## config.mk

```make
export PLATFORM = sky130hd
export DESIGN_NAME = acc_alu
export DESIGN_NICKNAME = d
export VERILOG_FILES = /design/src/rtl/acc_alu_pkg.sv /design/src/rtl/acc_alu_arith.sv /design/src/rtl/acc_alu_logic.sv /design/src/rtl/acc_alu_step.sv /design/src/rtl/acc_alu.sv
export SDC_FILE = /design/constraint.sdc
export NUM_CORES = 1
export LEC_CHECK = 0
export BUFFER_PORTS_ARGS = -buffer_cell sky130_fd_sc_hd__buf_2
export CORE_MARGIN = 2
export CORE_UTILIZATION = 61
export CTS_CLUSTER_SIZE = 14
export DETAILED_ROUTE_END_ITERATION = 12
export GPL_TIMING_DRIVEN = 0
export PLACE_DENSITY = 0.87
export SYNTH_ARGS = -nofsm -noshare
export SYNTH_HDL_FRONTEND = slang
export SYNTH_SLANG_ARGS = --single-unit
```

## constraint.sdc

```tcl
create_clock -name clk -period 1.2 [get_ports clk]
set_input_delay 0.24 -clock clk [delete_from_list [all_inputs] [get_ports clk]]
set_output_delay 0.24 -clock clk [all_outputs]
set_load 0.005 [all_outputs]
```

## src/rtl/acc_alu_pkg.sv

```systemverilog
package acc_alu_pkg;

   localparam int FLAG_W = 8;

   // flag bit positions decoded by neighbouring condition logic
   localparam int FB_C  = 0;
   localparam int FB_N  = 1;
   localparam int FB_PV = 2;
   localparam int FB_H  = 4;
   localparam int FB_Z  = 6;
   localparam int FB_S  = 7;

   typedef enum logic [3:0] {
      OP_ADD = 4'd0,
      OP_ADC = 4'd1,
      OP_SUB = 4'd2,
      OP_SBC = 4'd3,
      OP_AND = 4'd4,
      OP_XOR = 4'd5,
      OP_OR  = 4'd6,
      OP_CMP = 4'd7,
      OP_INC = 4'd8,
      OP_DEC = 4'd9
   } alu_op_e;

   typedef enum logic [1:0] {
      LG_AND = 2'd0,
      LG_XOR = 2'd1,
      LG_OR  = 2'd2
   } logic_kind_e;

endpackage

```

## src/rtl/acc_alu_arith.sv

```systemverilog
module acc_alu_arith
   import acc_alu_pkg::*;
#(
   parameter int DATA_W = 8,
   parameter int HC_BIT = 4
) (
   input  logic [DATA_W-1:0] a_i,
   input  logic [DATA_W-1:0] b_i,
   input  logic              cin_i,
   input  logic              sub_i,
   output logic [DATA_W-1:0] res_o,
   output logic [FLAG_W-1:0] flg_o
);
   localparam int MSB = DATA_W - 1;

   logic [DATA_W-1:0] b_eff;
   logic              c_eff;
   logic [DATA_W:0]   sum;
   logic [DATA_W-1:0] mix;

   // subtraction as a + ~b + ~cin; the carry out becomes the inverse borrow
   always_comb begin
      b_eff = sub_i ? ~b_i : b_i;
      c_eff = sub_i ? ~cin_i : cin_i;
      sum   = {1'b0, a_i} + {1'b0, b_eff} + {{DATA_W{1'b0}}, c_eff};
      res_o = sum[DATA_W-1:0];
      mix   = a_i ^ b_i ^ res_o;
   end

   always_comb begin
      flg_o        = '0;
      flg_o[FB_C]  = sum[DATA_W] ^ sub_i;
      flg_o[FB_N]  = sub_i;
      flg_o[FB_H]  = mix[HC_BIT];
      // same-sign test against the effective addend covers both directions
      flg_o[FB_PV] = (a_i[MSB] == b_eff[MSB]) && (res_o[MSB] != a_i[MSB]);
      flg_o[FB_Z]  = (res_o == '0);
      flg_o[FB_S]  = res_o[MSB];
   end

endmodule

```

## src/rtl/acc_alu_logic.sv

```systemverilog
module acc_alu_logic
   import acc_alu_pkg::*;
#(
   parameter int DATA_W = 8
) (
   input  logic [DATA_W-1:0] a_i,
   input  logic [DATA_W-1:0] b_i,
   input  logic_kind_e       kind_i,
   output logic [DATA_W-1:0] res_o,
   output logic [FLAG_W-1:0] flg_o
);
   always_comb begin
      case (kind_i)
         LG_AND:  res_o = a_i & b_i;
         LG_XOR:  res_o = a_i ^ b_i;
         LG_OR:   res_o = a_i | b_i;
         default: res_o = a_i & b_i;
      endcase
   end

   always_comb begin
      flg_o        = '0;
      flg_o[FB_H]  = (kind_i == LG_AND);
      flg_o[FB_PV] = ~^res_o;
      flg_o[FB_Z]  = (res_o == '0);
      flg_o[FB_S]  = res_o[DATA_W-1];
   end

endmodule

```

## src/rtl/acc_alu_step.sv

```systemverilog
module acc_alu_step
   import acc_alu_pkg::*;
#(
   parameter int DATA_W = 8,
   parameter int HC_BIT = 4
) (
   input  logic [DATA_W-1:0] v_i,
   input  logic              dec_i,
   input  logic              cy_i,
   output logic [DATA_W-1:0] res_o,
   output logic [FLAG_W-1:0] flg_o
);
   localparam logic [DATA_W-1:0] SIGN_EDGE = {1'b1, {(DATA_W-1){1'b0}}};
   localparam logic [DATA_W-1:0] ONE       = {{(DATA_W-1){1'b0}}, 1'b1};

   logic [HC_BIT-1:0] nib;

   always_comb begin
      res_o = dec_i ? (v_i - ONE) : (v_i + ONE);
      // increment looks at the new value, decrement at the old one
      nib   = dec_i ? v_i[HC_BIT-1:0] : res_o[HC_BIT-1:0];
   end

   always_comb begin
      flg_o        = '0;
      flg_o[FB_C]  = cy_i;
      flg_o[FB_N]  = dec_i;
      flg_o[FB_H]  = (nib == '0);
      flg_o[FB_PV] = dec_i ? (v_i == SIGN_EDGE) : (res_o == SIGN_EDGE);
      flg_o[FB_Z]  = (res_o == '0);
      flg_o[FB_S]  = res_o[DATA_W-1];
   end

endmodule

```

## src/rtl/acc_alu.sv

```systemverilog
module acc_alu
   import acc_alu_pkg::*;
#(
   parameter int DATA_W  = 8,
   parameter int HC_BIT  = 4,
   parameter int OP_W    = 4,
   parameter bit REG_OUT = 1'b1
) (
   input  logic              clk,
   input  logic              rst_n,
   input  logic              in_valid,
   input  logic [OP_W-1:0]   op,
   input  logic [DATA_W-1:0] acc,
   input  logic [DATA_W-1:0] opnd,
   input  logic [FLAG_W-1:0] flags_in,
   output logic              out_valid,
   output logic [DATA_W-1:0] res,
   output logic              res_we,
   output logic [FLAG_W-1:0] flags_out
);
   localparam int NUM_OPS = 10;

   if (DATA_W < 2)            begin : g_bad_w  $error("DATA_W must be at least 2");              end
   if (HC_BIT >= DATA_W)      begin : g_bad_hc $error("HC_BIT must lie inside the data word");   end
   if (HC_BIT < 1)            begin : g_bad_hl $error("HC_BIT must be at least 1");              end
   if ((1 << OP_W) < NUM_OPS) begin : g_bad_op $error("OP_W too narrow for the operation set");  end

   alu_op_e           op_e;
   logic              known;
   logic              use_cy;
   logic              is_sub;
   logic_kind_e       lkind;
   logic [DATA_W-1:0] ar_res, lg_res, st_res;
   logic [FLAG_W-1:0] ar_flg, lg_flg, st_flg;
   logic [DATA_W-1:0] nx_res;
   logic [FLAG_W-1:0] nx_flg;
   logic              nx_we;

   always_comb begin
      known  = (op < OP_W'(NUM_OPS));
      op_e   = alu_op_e'(op[3:0]);
      use_cy = (op_e == OP_ADC) || (op_e == OP_SBC);
      is_sub = (op_e == OP_SUB) || (op_e == OP_SBC) || (op_e == OP_CMP);
      case (op_e)
         OP_XOR:  lkind = LG_XOR;
         OP_OR:   lkind = LG_OR;
         default: lkind = LG_AND;
      endcase
   end

   acc_alu_arith #(.DATA_W(DATA_W), .HC_BIT(HC_BIT)) u_arith (
      .a_i   (acc),
      .b_i   (opnd),
      .cin_i (use_cy & flags_in[FB_C]),
      .sub_i (is_sub),
      .res_o (ar_res),
      .flg_o (ar_flg)
   );

   acc_alu_logic #(.DATA_W(DATA_W)) u_logic (
      .a_i    (acc),
      .b_i    (opnd),
      .kind_i (lkind),
      .res_o  (lg_res),
      .flg_o  (lg_flg)
   );

   acc_alu_step #(.DATA_W(DATA_W), .HC_BIT(HC_BIT)) u_step (
      .v_i   (opnd),
      .dec_i (op_e == OP_DEC),
      .cy_i  (flags_in[FB_C]),
      .res_o (st_res),
      .flg_o (st_flg)
   );

   always_comb begin
      nx_res = acc;
      nx_flg = flags_in;
      nx_we  = 1'b0;
      if (known) begin
         case (op_e)
            OP_ADD, OP_ADC, OP_SUB, OP_SBC: begin
               nx_res = ar_res; nx_flg = ar_flg; nx_we = 1'b1;
            end
            OP_CMP: begin
               nx_res = acc;    nx_flg = ar_flg; nx_we = 1'b0;
            end
            OP_AND, OP_XOR, OP_OR: begin
               nx_res = lg_res; nx_flg = lg_flg; nx_we = 1'b1;
            end
            OP_INC, OP_DEC: begin
               nx_res = st_res; nx_flg = st_flg; nx_we = 1'b1;
            end
            default: begin
               nx_res = acc;    nx_flg = flags_in; nx_we = 1'b0;
            end
         endcase
      end
   end

   if (REG_OUT) begin : g_reg
      always_ff @(posedge clk or negedge rst_n) begin
         if (!rst_n) begin
            out_valid <= 1'b0;
            res_we    <= 1'b0;
            res       <= '0;
            flags_out <= '0;
         end else begin
            out_valid <= in_valid;
            res_we    <= in_valid & nx_we;
            if (in_valid) begin
               res       <= nx_res;
               flags_out <= nx_flg;
            end
         end
      end
   end else begin : g_comb
      assign out_valid = in_valid;
      assign res_we    = in_valid & nx_we;
      assign res       = nx_res;
      assign flags_out = nx_flg;
   end

endmodule

```

==> results by group, run 1 <==
Placement
  – Detail Placement HPWL: 5413 µm
  – Routability cong.: 0.9539
  – Port bufs: 47
  – DP Cell Count: 400
  – Place WS: -2.126 ns

Yosys
  – Distinct cells, synth: 48
  – Syn_nets: 377
  – Synthesized area: 2435 µm²
  – Synth Register Bits: 18
  – Cells after Synth: 305
  – Ys flop type: dfrtp_1
  – Sequential-to-total area share from yosys stat: 18.50%
  – EDFF count, synth: 0
  – Ys Warns: 0
  – Avg Inst Size Synth: 7.983 µm²
  – Async set or reset register ratio after synthesis: 100.0%

GRT
  – Pin count of the biggest net entering global routing: 19
  – Total congestion overflow: 10
  – GRT Resource Usage Total: 66.10%

Clock tree
  – Clock Tree Root: clkbuf_8
  – Clk buf depth: 2
  – Sinks on Clock Net: 18
  – Total CTS buffers: 3
  – Htree depth: 1

Floorplanning
  – Die height: 67.18 µm
  – Initial Util: 65.04%
  – Ports: 49
  – Die Wd: 67.18 µm
  – Num rows: 22

Status
  – Fail Step: 5_1_grt
  – Log Error: [ERROR GRT-0232] Routing congestion too high. Check the congestion heatmap in the GUI.
  – Outcome: aborted with a tool error

STA
  – Worst_ep grt: res[6]$_DFFE_PN0P_/D
  – Pin type at the end of the worst path: register input
[routing by layer]
metal / GRT overflow / track usage, %
met1: 0 / 64.01
met2: 6 / 87.13
met3: 0 / 50.17
met4: 4 / 65.82
met5: 0 / 0
[per-stage QoR]
| stage | area [µm²] | hold WS, ns |
|---|---|---|
| after detailed placement | 2833 | 0.1822 |
| after CTS | 3164 | 0.1382 |
| after floorplan | 2537 | -0.05559 |
| after global placement | 2833 | 0.1777 |
[cells in the mapped netlist (all sizes together) (4+ instances only)]
cell     count  area share, %
nor3         7            1.4
xor2         8            2.9
a2111oi      4            1.4
o21ai       26            5.3
ha          38             20
buf          4           0.82
a31oi        6            1.5
nor2        25            3.9
nand3b       4            1.2
nand2b       6            1.5
nand3        5            1.0
clkbuf       8            1.2
dfrtp       18             18
o2bb2ai      6            2.2
mux2i        5            2.1
nand2       26            4.0
o21a         4            1.2
xnor2       14            5.0
a21o         4            1.2
a21oi       15            3.1
a211oi       5            1.7
inv         26            4.0
[cell families after synthesis]
kind of cell / Yosys count / share of synthesized area [%]
compound gates: 88 / 24.41
flops: 18 / 18.50
fa+ha+maj: 41 / 21.99
simple gates: 93 / 19.07
buf+inv: 38 / 6.064
xor+xnor: 22 / 7.914
mux: 5 / 2.056
[repair_timing]
item | CTS
endpoints found under the setup margin | 16
gates cloned | 0
gates resized for setup | 49
hold buffers | 1
buffers inserted | 9
pin swaps | 23
endpoints found under the hold margin | 18
==> run 2, diff against run 1 <==
--- a/config.mk
+++ b/config.mk
@@ -7,11 +7,10 @@
 export LEC_CHECK = 0
 export BUFFER_PORTS_ARGS = -buffer_cell sky130_fd_sc_hd__buf_2
 export CORE_MARGIN = 2
-export CORE_UTILIZATION = 61
-export CTS_CLUSTER_SIZE = 14
+export CORE_UTILIZATION = 40
 export DETAILED_ROUTE_END_ITERATION = 12
 export GPL_TIMING_DRIVEN = 0
-export PLACE_DENSITY = 0.87
+export PLACE_DENSITY_LB_ADDON = 0.15
 export SYNTH_ARGS = -nofsm -noshare
 export SYNTH_HDL_FRONTEND = slang
 export SYNTH_SLANG_ARGS = --single-unit
==> run 2 against run 1 <==
  * The flow now finishes, with violations (negative setup slack)
  * Synthesized area unchanged
  * Synthesized cell count unchanged
==> results by group, run 2 <==
Pwr
  – Static Leak: 1.638 nW
  – Max rail drop VDD: 732.8 µV
  – PwrDens: 759.2 nW/µm²
  – Power, Total: 2.834 mW
  – Switching portion of total power: 40.04%
  – Net Switching: 1.135 mW
  – P_int: 1.699 mW
  – Logic pwr share: 60.2%
  – Clock Power Share: 14.4%
  – Sequential share of power: 25.5%

STA
  – Setup ws final: -1.586 ns
  – Final TNS setup: -17.75 ns
  – Fmax achieved: 0.3589 GHz
  – Setup Viol. Count Final: 13
  – Slew margin rel.: 54.64%
  – Layout Skew: 0 ns
  – Final hold violations: 0
  – RSZ-0062 raised after global routing: yes
  – Minimum clock period: 2.786 ns
  – Final period utilization: 232.2%
  – Slew Limit Fails: 0
  – Final hold slack: 0.1420 ns
  – Slew @ Worst Pin: 0.6804 ns

Floorplanning
  – Core Region: 5886 µm²
  – Die Wd: 82.02 µm
  – Die ar.: 6727 µm²
  – Die height: 82.02 µm
  – Num rows: 28
  – Ports: 49
  – Initial Util: 41.37%

Setup path
  – RR Endpoint: flags_out[6]
  – Crit Path Max Fanout: 6
  – R2R Path Start: flags_out[6]
  – CP arrival: 2.92 ns
  – Setup CP Type: input pin to register
  – Reg2reg path depth: 2
  – Reg2reg setup slack: 0.48 ns
  – CP Launch Type: input pin
  – CP required: 1.34 ns
  – CP endpoint kind: register

Clock tree
  – Clk buf depth: 2
  – CTS tree: yes
  – Clock Tree Root: clkbuf_8
  – Clk slew on worst S/H paths: 0.07 ns
  – Sinks on Clock Net: 18
  – Clock Latency Late Sink: 0.25 ns
  – Htree depth: 1
  – Total CTS buffers: 3

Run
  – Max cap viols: 0

Yosys
  – EDFF count, synth: 0
  – Distinct cells, synth: 48
  – Most frequent cell after synthesis: ha_1
  – Synthesized area: 2435 µm²
  – Avg Inst Size Synth: 7.983 µm²
  – Top cell type's share of synthesized area: 19.53%
  – Syn_nets: 377
  – Async set or reset register ratio after synthesis: 100.0%
  – Sequential-to-total area share from yosys stat: 18.50%
  – Synth cell count leaders: ha_1, inv_1, nand2_1, nor2_1, o21ai_0
  – Ys flop type: dfrtp_1
  – Ys Warns: 0
  – Synth area leaders: ha_1, dfrtp_1, o21ai_0
  – Cells after Synth: 305
  – Leading area contributor after synthesis: ha_1
  – Synth Register Bits: 18

GRT
  – Pin count of the biggest net entering global routing: 19
  – Vias in the first global route: 2,581
  – Initial antenna violation count: 0
  – GRT Resource Usage Total: 25.06%
  – First-pass GRT wire length: 12,910 µm
  – Total congestion overflow: 0

Placement
  – Detail Placement HPWL: 5775 µm
  – Port bufs: 47
  – Routability cong.: 0.8470

Finish
  – Area of the multi-input gates: 2387 µm²
  – Final nets: 459
  – Most frequent cells in the layout: buf_2, ha_1, buf_4
  – Share of layout cells above drive strength 1: 42.60%
  – Reg area: 450.4 µm²
  – Area grow syn2layout: 53.29%
  – Largest regs: flags_out x8, res x8
  – ANT cells: 0
  – Commonest non-fill, non-tap cell in the layout: buf_2
  – Fillcell total: 501

Detailed routing
  – # DRC: 0
  – DRT Pass-1 Iters: 5
  – DRT Wirelength: 8393 µm
  – Vias per cell: 5.796
  – Wirelength per Cell: 18.25 µm
  – 1st-iter DRT viols: 185
  – Total number of vias: 2,666
  – Post-route ant nets: 0

Status
  – Violated checks: negative setup slack
  – Outcome: finished with violations

Min path
  – HP Start: in_valid
  – Hold-critical path endpoint: out_valid
  – WHS Path Cells: 1
  – Hold WC Path Type: input pin to register
run 2: worst max path at each step:
stage	from	to	slack (ns)	cells after the start
global route	op[2]	flags_out[2]	-1.67	14
finish	op[2]	flags_out[2]	-1.59	14
CTS	op[1]	flags_out[0]	-1.50	17
detailed placement	op[3]	flags_out[0]	-2.15	15
floorplan	op[0]	flags_out[0]	-1.55	16
global placement	op[3]	flags_out[0]	-2.11	15
run 2: critical path: stages:
cell and delay (ns):
buf_4 0.14, nor2b_4 0.18, nand3b_1 0.26, ha_4 0.41, buf_12 0.14, mux2i_4 0.28
ha_4 0.24, xor2_1 0.19, xnor2_1 0.15, o21ai_1 0.10, a211oi_2 0.21, nand2_1 0.10
a31oi_2 0.18, o2bb2ai_1 0.09
run 2: layout make-up:
cell class	count	share of cell area (%)
Buffer	10	3.017
Clock buffer	3	1.106
Inverter	26	2.615
Multi-Input combinational cell	249	63.96
Sequential cell	18	12.07
Tap cell	75	2.514
Timing Repair Buffer	79	14.72
run 2: routing by layer:
metal | track usage [%] | vias to the layer above | part of all wire, %
met2 | 43.41 | 102 | 47
met5 | 0 | - | 0
met3 | 1.648 | 31 | 4.2
li1 | - | 1256 | -
met1 | 32.38 | 1277 | 44
met4 | 9.667 | 0 | 4.0
run 2: cells by family after synthesis:
family	count (synthesis)	synth area share, %
buffers and inverters	38	6.064
DFF	18	18.50
AOI/OAI and AO/OA	88	24.41
xor gates and xnor gates	22	7.914
muxes	5	2.056
and+or+nand+nor	93	19.07
adders and majority gates	41	21.99
run 2: what timing repair did:
item	CTS	global route
endpoints found under the hold margin	18	0
pin swaps	41	29
resized for setup	78	49
buffers inserted	23	7
hold buffers	1	0
setup endpoints to repair	16	16
gates cloned	1	1
run 2: metrics by stage:
step | utilization [%] | area [µm²] | std cells | setup slack [ns]
final | 63.41 | 3732 | 460 | -1.586
after global routing | 63.41 | 3732 | 460 | -1.666
after CTS | 58.63 | 3451 | 454 | -1.503
after detailed placement | 48.70 | 2867 | 427 | -2.147
after global placement | 48.70 | 2867 | 427 | -2.113
after floorplan | - | 2537 | 305 | -1.549
run 2: power by group through the flow:
stage,registers [mW],logic [mW],clock network (mW)
finish,0.722,1.70,0.407
global route,0.732,1.84,0.443
CTS,0.723,1.48,0.414
detailed placement,0.734,1.16,0
global placement,0.731,1.15,0
floorplan,0.741,0.762,0
Power figures use the tool's default switching activity.
